===== src/rtl/dispctl_i2c_pkg.sv =====
package dispctl_i2c_pkg;

   // Payload width on the bus
   localparam int BYTE_W = 8;

   // Fixed upper bits of the 7-bit target address
   localparam logic [4:0] ADDR_PREFIX = 5'b01111;

   // Control-byte flag positions
   localparam int CTRL_CONT_BIT = 7;
   localparam int CTRL_SEL_BIT  = 6;

   // What the parser expects next after the address
   typedef enum logic [1:0] {
      PS_CTRL = 2'd0,   // a control byte
      PS_ONE  = 2'd1,   // one payload byte, then a control byte
      PS_TAIL = 2'd2    // payload bytes until STOP
   } parse_e;

endpackage


===== src/rtl/dispctl_i2c_sync.sv =====
module dispctl_i2c_sync #(
   parameter int STAGES = 2
) (
   input  logic clk,
   input  logic rst_n,
   input  logic scl_i,
   input  logic sda_i,
   output logic scl_rise,
   output logic scl_fall,
   output logic start_det,
   output logic stop_det,
   output logic sda_bit
);

   // Synchronizer chain, one generate scope per stage
   for (genvar i = 0; i < STAGES; i++) begin : g_st
      logic scl_r, sda_r;
      logic scl_d, sda_d;
      if (i == 0) begin : g_in
         assign scl_d = scl_i;
         assign sda_d = sda_i;
      end else begin : g_ch
         assign scl_d = g_st[i-1].scl_r;
         assign sda_d = g_st[i-1].sda_r;
      end
      always_ff @(posedge clk or negedge rst_n) begin
         if (!rst_n) begin
            scl_r <= 1'b1;
            sda_r <= 1'b1;
         end else begin
            scl_r <= scl_d;
            sda_r <= sda_d;
         end
      end
   end

   logic scl_s, sda_s;
   logic scl_q, sda_q;

   assign scl_s = g_st[STAGES-1].scl_r;
   assign sda_s = g_st[STAGES-1].sda_r;

   // One more flop for edge detection
   always_ff @(posedge clk or negedge rst_n) begin
      if (!rst_n) begin
         scl_q <= 1'b1;
         sda_q <= 1'b1;
      end else begin
         scl_q <= scl_s;
         sda_q <= sda_s;
      end
   end

   assign scl_rise  = scl_s & ~scl_q;
   assign scl_fall  = ~scl_s & scl_q;
   assign start_det = scl_s & scl_q & sda_q & ~sda_s;
   assign stop_det  = scl_s & scl_q & ~sda_q & sda_s;
   assign sda_bit   = sda_s;

endmodule


===== src/rtl/dispctl_i2c_shift.sv =====
module dispctl_i2c_shift
   import dispctl_i2c_pkg::*;
(
   input  logic              clk,
   input  logic              rst_n,
   input  logic              scl_rise,
   input  logic              scl_fall,
   input  logic              start_det,
   input  logic              stop_det,
   input  logic              sda_bit,
   input  logic [1:0]        addr_sel,
   output logic              sda_pull,
   output logic              byte_vld,
   output logic [BYTE_W-1:0] byte_q,
   output logic              frame_rst
);

   localparam int CNT_W = $clog2(BYTE_W + 1);
   localparam logic [CNT_W-1:0] CNT_FULL = CNT_W'(BYTE_W);
   localparam logic [CNT_W-1:0] CNT_LAST = CNT_W'(BYTE_W - 1);

   logic              listen;     // tracking bits of this transfer
   logic              in_addr;    // current byte is the address
   logic              addressed;  // address matched
   logic [CNT_W-1:0]  bitcnt;
   logic [BYTE_W-1:0] shreg;
   logic              got_byte;
   logic              ack_arm;
   logic              pull;
   logic              addr_hit;

   assign addr_hit = (shreg[7:3] == ADDR_PREFIX) &&
                     (shreg[2:1] == addr_sel) && !shreg[0];

   always_ff @(posedge clk or negedge rst_n) begin
      if (!rst_n) begin
         listen    <= 1'b0;
         in_addr   <= 1'b0;
         addressed <= 1'b0;
         bitcnt    <= '0;
         shreg     <= '0;
         got_byte  <= 1'b0;
         ack_arm   <= 1'b0;
         pull      <= 1'b0;
      end else begin
         got_byte <= 1'b0;
         if (start_det) begin
            listen    <= 1'b1;
            in_addr   <= 1'b1;
            addressed <= 1'b0;
            bitcnt    <= '0;
            ack_arm   <= 1'b0;
            pull      <= 1'b0;
         end else if (stop_det) begin
            listen    <= 1'b0;
            in_addr   <= 1'b0;
            addressed <= 1'b0;
            bitcnt    <= '0;
            ack_arm   <= 1'b0;
            pull      <= 1'b0;
         end else begin
            if (scl_rise && listen && (bitcnt < CNT_FULL)) begin
               shreg  <= {shreg[BYTE_W-2:0], sda_bit};
               bitcnt <= bitcnt + 1'b1;
               if (bitcnt == CNT_LAST) got_byte <= 1'b1;
            end
            if (got_byte) begin
               if (in_addr) begin
                  in_addr <= 1'b0;
                  if (addr_hit) begin
                     addressed <= 1'b1;
                     ack_arm   <= 1'b1;
                  end else begin
                     listen <= 1'b0;
                     bitcnt <= '0;
                  end
               end else begin
                  ack_arm <= 1'b1;
               end
            end
            if (scl_fall && (bitcnt == CNT_FULL)) begin
               if (ack_arm && !pull) begin
                  pull <= 1'b1;
               end else begin
                  pull    <= 1'b0;
                  ack_arm <= 1'b0;
                  bitcnt  <= '0;
               end
            end
         end
      end
   end

   assign sda_pull  = pull;
   assign byte_vld  = got_byte && !in_addr && addressed;
   assign byte_q    = shreg;
   assign frame_rst = start_det | stop_det;

endmodule


===== src/rtl/dispctl_i2c_parse.sv =====
module dispctl_i2c_parse
   import dispctl_i2c_pkg::*;
#(
   parameter int RAM_AW = 7
) (
   input  logic              clk,
   input  logic              rst_n,
   input  logic              frame_rst,
   input  logic              byte_vld,
   input  logic [BYTE_W-1:0] byte_q,
   output logic [BYTE_W-1:0] cmd_byte,
   output logic              cmd_stb,
   output logic [RAM_AW-1:0] ram_addr,
   output logic [BYTE_W-1:0] ram_data,
   output logic              ram_we
);

   parse_e            st;
   logic              to_ram;
   logic [RAM_AW-1:0] ptr;

   always_ff @(posedge clk or negedge rst_n) begin
      if (!rst_n) begin
         st       <= PS_CTRL;
         to_ram   <= 1'b0;
         ptr      <= '0;
         cmd_byte <= '0;
         cmd_stb  <= 1'b0;
         ram_addr <= '0;
         ram_data <= '0;
         ram_we   <= 1'b0;
      end else begin
         cmd_stb <= 1'b0;
         ram_we  <= 1'b0;
         if (frame_rst) begin
            st <= PS_CTRL;
         end else if (byte_vld) begin
            if (st == PS_CTRL) begin
               to_ram <= byte_q[CTRL_SEL_BIT];
               st     <= byte_q[CTRL_CONT_BIT] ? PS_ONE : PS_TAIL;
            end else begin
               if (to_ram) begin
                  ram_we   <= 1'b1;
                  ram_data <= byte_q;
                  ram_addr <= ptr;
                  ptr      <= ptr + 1'b1;
               end else begin
                  cmd_stb  <= 1'b1;
                  cmd_byte <= byte_q;
               end
               if (st == PS_ONE) st <= PS_CTRL;
            end
         end
      end
   end

endmodule


===== src/rtl/dispctl_i2c_sink.sv =====
module dispctl_i2c_sink
   import dispctl_i2c_pkg::*;
#(
   parameter int SYNC_STAGES = 2,
   parameter int RAM_AW      = 7
) (
   input  logic              clk,
   input  logic              rst_n,
   input  logic              scl_i,
   input  logic              sda_i,
   input  logic [1:0]        addr_sel_i,
   output logic              sda_pull_o,
   output logic [BYTE_W-1:0] cmd_byte_o,
   output logic              cmd_stb_o,
   output logic [RAM_AW-1:0] ram_addr_o,
   output logic [BYTE_W-1:0] ram_data_o,
   output logic              ram_we_o
);

   if (SYNC_STAGES < 2 || SYNC_STAGES > 4) begin : g_bad_sync
      $error("SYNC_STAGES must be 2..4");
   end
   if (RAM_AW < 1 || RAM_AW > 16) begin : g_bad_aw
      $error("RAM_AW must be 1..16");
   end

   logic              scl_rise, scl_fall, start_det, stop_det, sda_bit;
   logic              byte_vld, frame_rst;
   logic [BYTE_W-1:0] byte_q;

   dispctl_i2c_sync #(.STAGES(SYNC_STAGES)) u_sync (
      .clk       (clk),
      .rst_n     (rst_n),
      .scl_i     (scl_i),
      .sda_i     (sda_i),
      .scl_rise  (scl_rise),
      .scl_fall  (scl_fall),
      .start_det (start_det),
      .stop_det  (stop_det),
      .sda_bit   (sda_bit)
   );

   dispctl_i2c_shift u_shift (
      .clk       (clk),
      .rst_n     (rst_n),
      .scl_rise  (scl_rise),
      .scl_fall  (scl_fall),
      .start_det (start_det),
      .stop_det  (stop_det),
      .sda_bit   (sda_bit),
      .addr_sel  (addr_sel_i),
      .sda_pull  (sda_pull_o),
      .byte_vld  (byte_vld),
      .byte_q    (byte_q),
      .frame_rst (frame_rst)
   );

   dispctl_i2c_parse #(.RAM_AW(RAM_AW)) u_parse (
      .clk       (clk),
      .rst_n     (rst_n),
      .frame_rst (frame_rst),
      .byte_vld  (byte_vld),
      .byte_q    (byte_q),
      .cmd_byte  (cmd_byte_o),
      .cmd_stb   (cmd_stb_o),
      .ram_addr  (ram_addr_o),
      .ram_data  (ram_data_o),
      .ram_we    (ram_we_o)
   );

endmodule


===== config.mk =====
export PLATFORM = sky130hd
export DESIGN_NAME = dispctl_i2c_sink
export DESIGN_NICKNAME = d
export VERILOG_FILES = /design/src/rtl/dispctl_i2c_pkg.sv /design/src/rtl/dispctl_i2c_sync.sv /design/src/rtl/dispctl_i2c_shift.sv /design/src/rtl/dispctl_i2c_parse.sv /design/src/rtl/dispctl_i2c_sink.sv
export SDC_FILE = /design/constraint.sdc
export NUM_CORES = 1
export LEC_CHECK = 0
export BUFFER_PORTS_ARGS = -buffer_cell sky130_fd_sc_hd__buf_2
export CORE_ASPECT_RATIO = 2
export CORE_MARGIN = 1.5
export CORE_UTILIZATION = 51
export CTS_CLUSTER_DIAMETER = 40
export DETAILED_ROUTE_END_ITERATION = 6
export MAX_ROUTING_LAYER = met4
export PLACE_DENSITY_LB_ADDON = 0.25
export SLEW_MARGIN = 20
export SYNTH_ARGS = -nofsm -noshare
export SYNTH_HDL_FRONTEND = slang
export SYNTH_SLANG_ARGS = --single-unit
export TNS_END_PERCENT = 10

===== constraint.sdc =====
create_clock -name clk -period 2 [get_ports clk]
set_clock_uncertainty 0.1 [all_clocks]
set_input_delay 0.4 -clock clk [delete_from_list [all_inputs] [get_ports clk]]
set_output_delay 0.4 -clock clk [all_outputs]
set_load 0.03 [all_outputs]

==> results.md, run 1 <==
* Io pins at 32
* Nets@finish at about 230
* Leakage at approximately 1.5 nW
* Worst R2R Setup Slack at about 0.12 ns
* Most frequent cells in the layout: 53 x dfrtp_1, 33 x mux2_2, 31 x buf_2, 10 x nor2_1, 9 x clkbuf_8
* Synth unique cells at 40
* Starting density of the core at a little over half
* First-pass GRT wire length at ~7900 µm
* Final hold vios at 0
* Clock transition at path regs at around 0.070 ns
* Seq pwr share at 47.2%
* Syn Area/Cell at about 14 µm²
* Fin util at between 60% and 70%
* RePlAce Congestion at between 0.8 and 0.9
* Max IR drop VDD at roughly 0.74 mV
* Ratio of final minimum period to clock period at approximately 94%
* Cells after synthesis at around 170
* Clock network fraction of total power at 47.2%
* WP data arrival at 1.99 ns
* Netlist Area Pre-Place at 2390 µm²
* Initial antenna violation count at 0
* Htree depth at 3
* Switch share at between 20% and 30%
* Post-CTS Setup Inserts at 0
* Total Wirelength at between 4000 and 5000 µm
* R2R Path End: u_parse.to_ram
* Global route overflow at 0
* Via count at between 1,000 and 1,500
* Synth area leaders: dfrtp_1 55%, mux2_2 16%, dfstp_2 6.6%
* CP peak stage delay at approximately 0.58 ns
* Pwr dens at about 910 nW/µm²
* Data required, critical path at approximately 2.1 ns
* Vias/cell at ~5.4
* TNS Setup at 0 ns
* Synth Area in Simple Gates at 9.67%
* Core footprint at between 4000 and 5000 µm²
* Sequential share of the synthesized area at between 60% and 70%
* Slew HR at a little under half
* CTS Buffer Depth at 2
* Layout cells sized above 1 at a little under half
* Crit path launch type: flop
* WS Path Type: flop to flop
* GRT Util Overall at between 20% and 30%
* Synth Area in Compound Gates at between 5 and 6%
* DRC errors left at 0
* Flops & latches, synth at 59
* Fmax at between 0.5 and 0.6 GHz
* Post-Synth XOR/XNOR Area at 4.02%
* Final setup viols at 0
* Largest family of logic cells by synthesized area: multiplexers
* Slew @ Worst Pin at 0.799 ns
* Synth area leader: dfrtp_1
* Internal Power at 2.13 mW
* ANT cells at 0
* PortBufs at 31
* Avg WL per Cell at 16.5 µm
* Most common cell after layout, fill and taps aside: dfrtp_1
* Num CTS Buffers at 9
* CTS root buf: clkbuf_8
* Max-slew violations at 0
* Status: finished, final reports clean
* Max Cap Viol at 0
* Rows at 35
* Clk_lat worst skew at 0.33 ns
* Worst-case reg-to-reg path depth at 4
* Fin crit period at roughly 1.9 ns
* Hold Crit Class: primary input to flop
* Clock Sinks at ~60
* Initial DRC Count at 13
* P&R area growth vs syn at 24.1%
* Die X at just over 50 µm
* Post-synthesis mux area share at between 10% and 20%
* Crit path from: u_sync.sda_q
* Cell breakdown of the critical path: xor2_1, nand3_1, nand3b_1, mux2_2
* Resize count post-CTS at 0
* Setup crit end kind: flop
* Warning count from the yosys run at 0
* RSZ-0062 raised after global routing: no
* Die Y at between 90 and 100 µm
* Worst setup path end: u_parse.to_ram
* Die area at ~5000 µm²
* R2R Path Start: u_sync.sda_q
* Combinational Power Share at ~5.5%
* DP HPWL at 3410 µm
* Drt pass-1 iters at 4
* Adder-cell area share of the yosys netlist at between 1.5 and 2%
* Antenna viol nets, final at 0
* Mapped Nets at ~180
* Worst-path fanout max at 5
* Net Sw Power at ~0.59 mW
* Vias in the first global route at between 1,500 and 2,000
* CTS tree: yes
* Critical-path top delay cell: dfstp_2
* Yosys top cell area share at between 50% and 60%
* Largest net degree at the start of global routing at 27
-- cell type report --
type / instances / area, µm²
fillers: 365 / 1580
flip-flops and latches: 59 / 1480
multi-input cells: 103 / 901
repair buffers: 41 / 270
well taps: 55 / 68.8
clock inverters: 7 / 116
inverters: 2 / 7.51
clock buffers: 9 / 124
-- state kept, by name, summed over array words and instances (netlist names) --
name	flops
u_sync.scl_q	1
u_parse.to_ram	1
u_shift.bitcnt	4
u_sync.sda_bit	1
u_sync.g_st.sda_r	1
u_parse.ram_we	1
u_sync.sda_q	1
u_shift.ack_arm	1
u_parse.st	2
u_parse.ram_data	8
u_parse.cmd_byte	8
u_parse.ptr	7
u_shift.sda_pull	1
u_shift.got_byte	1
u_parse.cmd_stb	1
u_shift.byte_q	8
u_sync.g_st.scl_r	2
u_shift.addressed	1
u_shift.in_addr	1
u_parse.ram_addr	7
u_shift.listen	1
-- power by group through the flow --
stage                     sequential [mW]  combinational, mW  clock, mW
after floorplan                      1.29             0.0859          0
after global placement               1.30              0.141          0
after detailed placement             1.31              0.154          0
after CTS                            1.28              0.156       1.32
after global routing                 1.29              0.172       1.36
final                                1.28              0.151       1.28
-- timing repair --
| action | in CTS | in global routing |
|---|---|---|
| endpoints found under the hold margin | 11 | 0 |
| hold buffers | 1 | 0 |
| endpoints found under the setup margin | 2 | 0 |
-- worst min path at each step --
stage | end | start | slack [ns] | cells past startpoint
after global placement | u_sync.g_st[1].scl_r | u_sync.g_st[0].scl_r | 0.25 | 0
final | u_sync.g_st[0].scl_r | scl_i | 0.07 | 1
after global routing | u_sync.g_st[0].scl_r | scl_i | 0.06 | 1
after detailed placement | u_sync.sda_bit | u_sync.g_st[0].sda_r | 0.25 | 0
after floorplan | u_parse.cmd_byte[0] | rst_n | 0.004 | 0
after CTS | u_sync.g_st[0].scl_r | scl_i | 0.05 | 1
-- layer usage --
metal  part of all wire [%]  vias up  GRT usage [%]
li1                       -      706              -
met1                     36      751           22.4
met2                     59       32           37.3
met3                    3.5        8           4.76
met4                    2.1        0           10.7
met5                      0        -              -
-- logic make-up (layout without fill, tap and decap cells) --
logic type      count (synthesis)  after routing
simple gates                   37             37
compound gates                 18             18
fa+ha+maj                       3              3
mux                            34             34
buf+inv                         6             59
xor+xnor                       11             11
flops                          59             59
-- stage by stage --
step           total power, mW  hold slack [ns]  area [µm²]  std cells  worst slack [ns]
2_1_floorplan             1.38          0.00441        2390        168            0.0990
3_3_place_gp              1.44            0.246        2720        259             0.108
3_5_place_dp              1.46            0.251        2720        259            0.0180
4_1_cts                   2.76           0.0529        2970        276             0.104
5_1_grt                   2.82           0.0557        2970        276            0.0381
6_report                  2.72           0.0714        2970        276             0.115
-- cell usage after synthesis --
| cell type | count |
|---|---|
| dfrtp_1 | 53 |
| and2_1 | 1 |
| ha_1 | 3 |
| a32oi_1 | 1 |
| inv_1 | 2 |
| o21a_1 | 1 |
| o211ai_1 | 1 |
| nand4_1 | 3 |
| dfstp_2 | 6 |
| nor2b_1 | 2 |
| o41ai_2 | 1 |
| a32o_1 | 1 |
| nor2_1 | 10 |
| or4b_2 | 1 |
| nand2b_1 | 1 |
| nor4_1 | 1 |
| clkbuf_2 | 1 |
| xnor2_1 | 6 |
| nand3_1 | 3 |
| nand3b_1 | 3 |
| or2_2 | 1 |
| a21boi_0 | 1 |
| a311oi_2 | 1 |
| a41oi_1 | 1 |
| nor4bb_1 | 1 |
| a31oi_1 | 1 |
| and3_1 | 1 |
| nand2_1 | 3 |
| o311ai_0 | 1 |
| a21oi_1 | 4 |
| buf_2 | 3 |
| and2b_4 | 1 |
| mux2_2 | 33 |
| and3b_1 | 1 |
| nor3_1 | 1 |
| nor4_4 | 1 |
| and4_1 | 2 |
| xor2_1 | 5 |
| o21ai_0 | 4 |
| mux2i_1 | 1 |
-- critical path, delay by kind of cell (launching register included) --
kind             cells  cell delay [ns]
flip-flops           1             0.58
AND/OR/NAND/NOR      2             0.39
XOR/XNOR             1             0.36
multiplexers         1             0.34
Power figures use the tool's default switching activity.
==> inputs of run 2 (changes only) <==
--- a/config.mk
+++ b/config.mk
@@ -12,7 +12,7 @@
 export CTS_CLUSTER_DIAMETER = 40
 export DETAILED_ROUTE_END_ITERATION = 6
 export MAX_ROUTING_LAYER = met4
-export PLACE_DENSITY_LB_ADDON = 0.25
+export PLACE_DENSITY = 0.75
 export SLEW_MARGIN = 20
 export SYNTH_ARGS = -nofsm -noshare
 export SYNTH_HDL_FRONTEND = slang
==> run 2 against run 1 <==
Fmax fell by 2.2%. Total power fell by 12%. Die area unchanged. Final area fell by 2.6%. Global-route usage down 0.22 points. Non-clock buffer count fell by 2.
==> results.md, run 2 (synthesis gave the netlist of run 1 again) <==
* Status: finished, final reports clean
* Global route overflow at 0
* Ratio of final minimum period to clock period at 96.3%
* Initial DRC Count at 21
* Rows at 35
* Post-DP Area at between 2000 and 3000 µm²
* Crit path from: u_shift.byte_q[0]
* Resize count post-CTS at 0
* Vias in the first global route at between 1,500 and 2,000
* P&R area growth vs syn at 20.9%
* WP data arrival at between 2 and 2.5 ns
* CTS root buf: clkbuf_8
* Die Y at between 90 and 100 µm
* Avg WL per Cell at roughly 17 µm
* Placed insts at between 200 and 300
* Worst-case reg-to-reg path depth at 4
* Hold path depth at 1
* TNS Setup at 0 ns
* CTS tree: yes
* Most common cell after layout, fill and taps aside: dfrtp_1
* Met2 Resource Use GR at between 30 and 40%
* Total Wirelength at 4620 µm
* ANT cells at 0
* DRC errors left at 0
* Initial antenna violation count at 0
* Fillcell total at ~380
* Setup crit end kind: flop
* Hold path startpoint: scl_i
* Grt met1 use at between 20% and 30%
* Pre-CTS setup slack at between 0.03 and 0.04 ns
* RePlAce Congestion at 0.871
* Routing usage on met3 at under 10%
* Hold Path End: u_sync.g_st[0].scl_r
* Worst-path fanout max at 5
* PortBufs at 31
* GRT Util Overall at a little over a fifth
* Starting density of the core at 52.6%
* Pwr dens at between 800 and 900 nW/µm²
* Max-slew violations at 0
* DP HPWL at approximately 3200 µm
* Via count at between 1,500 and 2,000
* Die X at 51.5 µm
* Largest net degree at the start of global routing at 60
* RSZ-0062 raised after global routing: no
* Core footprint at roughly 4600 µm²
* Max IR drop VDD at slightly above 0.8 mV
* Fin crit period at approximately 1.9 ns
* WS Path Type: flop to flop
* Post-Layout Cell Count at 273
* Clk_lat worst skew at between 0.3 and 0.4 ns
* Vias/cell at around 5.5
* Final hold vios at 0
* R2R Path Start: u_shift.byte_q[0]
* Clock Sinks at 59
* Post-CTS Setup Inserts at 0
* Final worst setup slack at about 0.074 ns
* Final setup viols at 0
* Drt pass-1 iters at 4
* Fmax at approximately 0.52 GHz
* Slew @ Worst Pin at between 0.7 and 0.8 ns
* Data required, critical path at between 2 and 2.5 ns
* Antenna viol nets, final at 0
* Crit path launch type: flop
* Clock transition at path regs at approximately 0.060 ns
* Num CTS Buffers at 9
* CTS Buffer Depth at 2
* Die area at between 5000 and 6000 µm²
* Hold Crit Class: primary input to flop
* Max Cap Viol at 0
* Htree depth at 3
* Total power at roughly 2.4 mW
* First-pass GRT wire length at ~7600 µm
* Slew HR at between 40% and 50%
* Most frequent cells in the layout: 53 x dfrtp_1, 33 x mux2_2, 31 x buf_2, 12 x clkbuf_8, 10 x nor2_1
* Nets@finish at approximately 220
* Io pins at 32
* Gr busiest metal: met2
* Layout cells sized above 1 at 45.0%
* Leakage at 1.46 nW
* Worst R2R Setup Slack at about 0.074 ns
* Layout Cell Area excl Fill at slightly below 3000 µm²
* R2R Path End: u_shift.bitcnt[2]
[run 2: cell count changes in the layout (fill, tap and decap cells not counted), sizes merged]
cell	before	now
buf	40	38
bufinv	3	0
clkbuf	9	13
clkinv	3	2
clkinvlp	1	0
[run 2: metal layers]
| layer | part of all wire, % | up-vias |
|---|---|---|
| li1 | - | 698 |
| met1 | 38 | 754 |
| met2 | 54 | 36 |
| met3 | 3.3 | 15 |
| met4 | 4.1 | 0 |
| met5 | 0 | - |
[run 2: repair_timing]
item / CTS / global route
hold buffers: 1 / 0
endpoints found under the hold margin: 53 / 0
endpoints found under the setup margin: 0 / 8
[run 2: how the worst max path moves through the flow]
stage | end | slack [ns] | depth (start not counted)
6_report | u_shift.bitcnt[2] | 0.07 | 4
5_1_grt | u_shift.bitcnt[2] | 0.02 | 4
4_1_cts | u_parse.cmd_byte[4] | 0.03 | 5
3_5_place_dp | u_parse.cmd_byte[4] | 0.03 | 5
3_3_place_gp | u_parse.cmd_byte[3] | 0.11 | 5
2_1_floorplan | u_parse.cmd_byte[0] | 0.1 | 4
[run 2: report_power, final]
part	internal (mW)	switching, mW
logic	0.0591	0.0710
registers	1.24	0.0512
clock network	0.540	0.432
total	1.84	0.554
[run 2: critical path, stage by stage (launching register included)]
cell and delay [ns]:
dfrtp_1 0.43, or2_2 0.31, o41ai_2 0.47, o311ai_0 0.36, nor2_1 0.19
[run 2: cell type report]
type,count,area (µm²),area share [%]
flip-flops and latches,59,1480,51.3
multi-input cells,103,901,31.1
clock inverters,2,10.0,0.346
well taps,55,68.8,2.38
repair buffers,39,255,8.82
inverters,2,7.51,0.259
clock buffers,13,169,5.83
[run 2: through the flow]
step | hold WS (ns) | util, %
6_report | 0.0684 | 63.6
5_1_grt | 0.0469 | 63.6
4_1_cts | 0.0495 | 63.6
3_5_place_dp | 0.253 | 59.4
3_3_place_gp | 0.247 | 59.4
2_1_floorplan | 0.00441 | -
==> inputs of run 3 (changes only) <==
--- a/config.mk
+++ b/config.mk
@@ -8,13 +8,14 @@
 export BUFFER_PORTS_ARGS = -buffer_cell sky130_fd_sc_hd__buf_2
 export CORE_ASPECT_RATIO = 2
 export CORE_MARGIN = 1.5
-export CORE_UTILIZATION = 51
+export CORE_UTILIZATION = 61
 export CTS_CLUSTER_DIAMETER = 40
 export DETAILED_ROUTE_END_ITERATION = 6
 export MAX_ROUTING_LAYER = met4
-export PLACE_DENSITY = 0.75
+export PLACE_DENSITY = 0.84
 export SLEW_MARGIN = 20
 export SYNTH_ARGS = -nofsm -noshare
 export SYNTH_HDL_FRONTEND = slang
+export SYNTH_HIERARCHICAL = 1
 export SYNTH_SLANG_ARGS = --single-unit
 export TNS_END_PERCENT = 10
==> constraint.sdc (replaced) <==
create_clock -name clk -period 2.4 [get_ports clk]
set_clock_uncertainty 0.1 [all_clocks]
set_input_delay 0.48 -clock clk [delete_from_list [all_inputs] [get_ports clk]]
set_output_delay 0.48 -clock clk [all_outputs]
set_load 0.03 [all_outputs]
==> run 3 against run 2 <==
Global-route usage rose by 2.1 points. Area after synthesis rose by 1.8%. Die area fell by 14%. Largest cell class unchanged. Highest routed layer unchanged. Synthesized cell count rose by 3.0%. Total power fell by 5.0%. Critical endpoint is now u_parse/cmd_byte[7]. Combinational power rose by 75%.
==> results.md, run 3 <==
* Sequential share of the synthesized area at about three fifths
* DP HPWL at about 3000 µm
* Post-synth EDFFs at 0
* Final hold vios at 0
* Warning count from the yosys run at 6
* Netlist Area Pre-Place at 2440 µm²
* Post-Layout Cell Count at ~270
* PortBufs at 31
* Most common cell after layout, fill and taps aside: dfrtp_1
* Hold buffers post-CTS at 0
* Pwr dens at approximately 790 nW/µm²
* Total power at approximately 2.3 mW
* WP data arrival at 2.33 ns
* Starting density of the core at between 60% and 70%
* Final setup viols at 0
* Status: finished, final reports clean
* Placed insts at approximately 260
* Clock transition at path regs at about 0.060 ns
* Cell breakdown of the critical path: and4b_1, nor2_2, inv_1, nand2b_1, nor3_4, mux2_2
* Layout cells sized above 1 at 40.5%
* Leakage at ~1.5 nW
* Max Cap Viol at 0
* First-pass GRT wire length at a little over 7000 µm
* Max IR drop VDD at ~0.83 mV
* Via count at 1,490
* Synth unique cells at 42
* CP top delay family: simple AND/OR/NAND/NOR gates
* Yosys top cell area share at around 54%
* Htree depth at 3
* TNS Setup at 0 ns
* Ratio of final minimum period to clock period at between 90% and 100%
* Io pins at 32
* Vias in the first global route at ~1,500
* Total Wirelength at about 4300 µm
* GRT Util Overall at 23.5%
* Core footprint at 3840 µm²
* Setup crit end kind: flop
* Most used DFF post-synth: dfrtp_1
* Final worst setup slack at between 0.15 and 0.2 ns
* ANT cells at 0
* Fin crit period at about 2.2 ns
* Mapped Nets at 182
* Clk_lat worst skew at between 0.3 and 0.4 ns
* RePlAce Congestion at 0.861
* Hold Slack at around 0.045 ns
* Most frequent cells in the layout: 53 x dfrtp_1, 31 x buf_2, 22 x mux2_2, 10 x clkbuf_8, 9 x nor2_1
* Synth top cells by count: 53 x dfrtp_1, 22 x mux2_2, 10 x nor2_1, 8 x mux2_4
* Crit path launch type: flop
* Register Area at 1480 µm²
* Antenna viol nets, final at 0
* Cells after synthesis at about 170
* P&R area growth vs syn at 17.5%
* Pre-CTS setup slack at 0.148 ns
* DRC errors left at 0
* Critical-path top delay cell: dfstp_2
* Worst-path fanout max at 9
* Slew @ Worst Pin at 0.585 ns
* CTS root buf: clkbuf_8
* Synth area leader: dfrtp_1
* Nets@finish at between 200 and 250
* Die X at between 40 and 50 µm
* RSZ-0062 raised after global routing: no
* Flops & latches, synth at about 60
* Fin util at 74.5%
* Layout Cell Area excl Fill at about 2900 µm²
* Die Y at around 92 µm
* Vias/cell at between 5 and 6
* Initial antenna violation count at 0
* CTS Buffer Depth at 2
* CTS tree: yes
* Fmax at 0.449 GHz
* Initial DRC Count at 25
* Fillcell total at between 200 and 300
* Rows at 32
* Hold Crit Class: primary input to asynchronous set/reset pin
* Post-DP Area at between 2000 and 3000 µm²
* Largest net degree at the start of global routing at 60
* Drt pass-1 iters at 4
* R2R Path Start: u_sync/sda_bit
* Slew HR at 60.6%
* WS Path Type: flop to flop
* Most common cell in the synthesized netlist: dfrtp_1
* Avg WL per Cell at around 16 µm
* Die area at about 4400 µm²
* Syn Area/Cell at 14.1 µm²
* Global route overflow at 0
* Asr flop ratio synth at between 90% and 100%
* Max-slew violations at 0
* Num CTS Buffers at 9
* CP peak stage delay at about 0.54 ns
* Clock Sinks at between 50 and 60
* Data required, critical path at 2.51 ns
* Combined area of the multi-input logic cells at 917 µm²
* Crit path from: u_sync/sda_bit
* Worst path buffer plus inverter count at 1
* Synth area leaders: dfrtp_1 54%, mux2_2 10%, dfstp_2 6.5%
-- run 3: cell count changes after synthesis, moves of 3 or more --
cell	delta
inv_1	+3
mux2_1	+3
mux2_2	-11
mux2_4	+8
nand3b_1	-3
nor3_1	+4
-- run 3: cell type report --
type                            count  area share (%)
Sequential cell                    59            51.8
Timing Repair Buffer               34            6.64
Multi-Input combinational cell    105            32.0
Tap cell                           51            2.23
Clock buffer                       14            5.33
Clock inverter                      2            1.22
Inverter                            6           0.786
-- run 3: worst paths after layout --
kind / to / slack, ns / depth (start not counted)
worst max-delay path: u_parse/cmd_byte[7] / 0.17 / 6
worst max register to register: u_parse/cmd_byte[7] / 0.17 / 6
worst min-delay path: u_parse/ram_data[7] / 0.05 / 2
min in group clk: u_sync/g_st[0].scl_r / 0.15 / 1
worst min register to register: u_sync/sda_bit / 0.26 / 0
max in group asynchronous: u_sync/g_st[0].sda_r / 1.85 / 2
-- run 3: worst register-to-register path: stages (launching register included) --
cell and delay (ns):
dfstp_2 0.54, and4b_1 0.24, nor2_2 0.17, inv_1 0.12, nand2b_1 0.21, nor3_4 0.36, mux2_2 0.39
-- run 3: report_power, final --
group	switching, mW	internal [mW]
clock network	0.342	0.508
registers	0.113	1.08
logic	0.0915	0.136
total	0.546	1.73
-- run 3: repair_timing --
action | CTS | global route
setup endpoints to repair | 0 | 10
resized for setup | 0 | 2
hold endpoints to repair | 0 | 0
buffers inserted | 0 | 0
-- run 3: metal layers --
| metal | up-vias | track usage, % | wire, µm |
|---|---|---|---|
| met5 | - | - | 0 |
| li1 | 696 | - | - |
| met1 | 736 | 28.4 | 1740 |
| met3 | 11 | 7.21 | 167 |
| met4 | 0 | 11.7 | 117 |
| met2 | 47 | 34.4 | 2280 |
-- run 3: cell families (layout without fill, tap and decap cells) --
logic type	after synthesis	count (layout)	share of synthesized area (%)
flops	59	59	60.9
mux	35	35	17.3
xor+xnor	10	10	3.59
buf+inv	9	56	1.90
fa+ha+maj	3	3	1.54
compound gates	10	10	2.72
simple gates	47	47	12.1
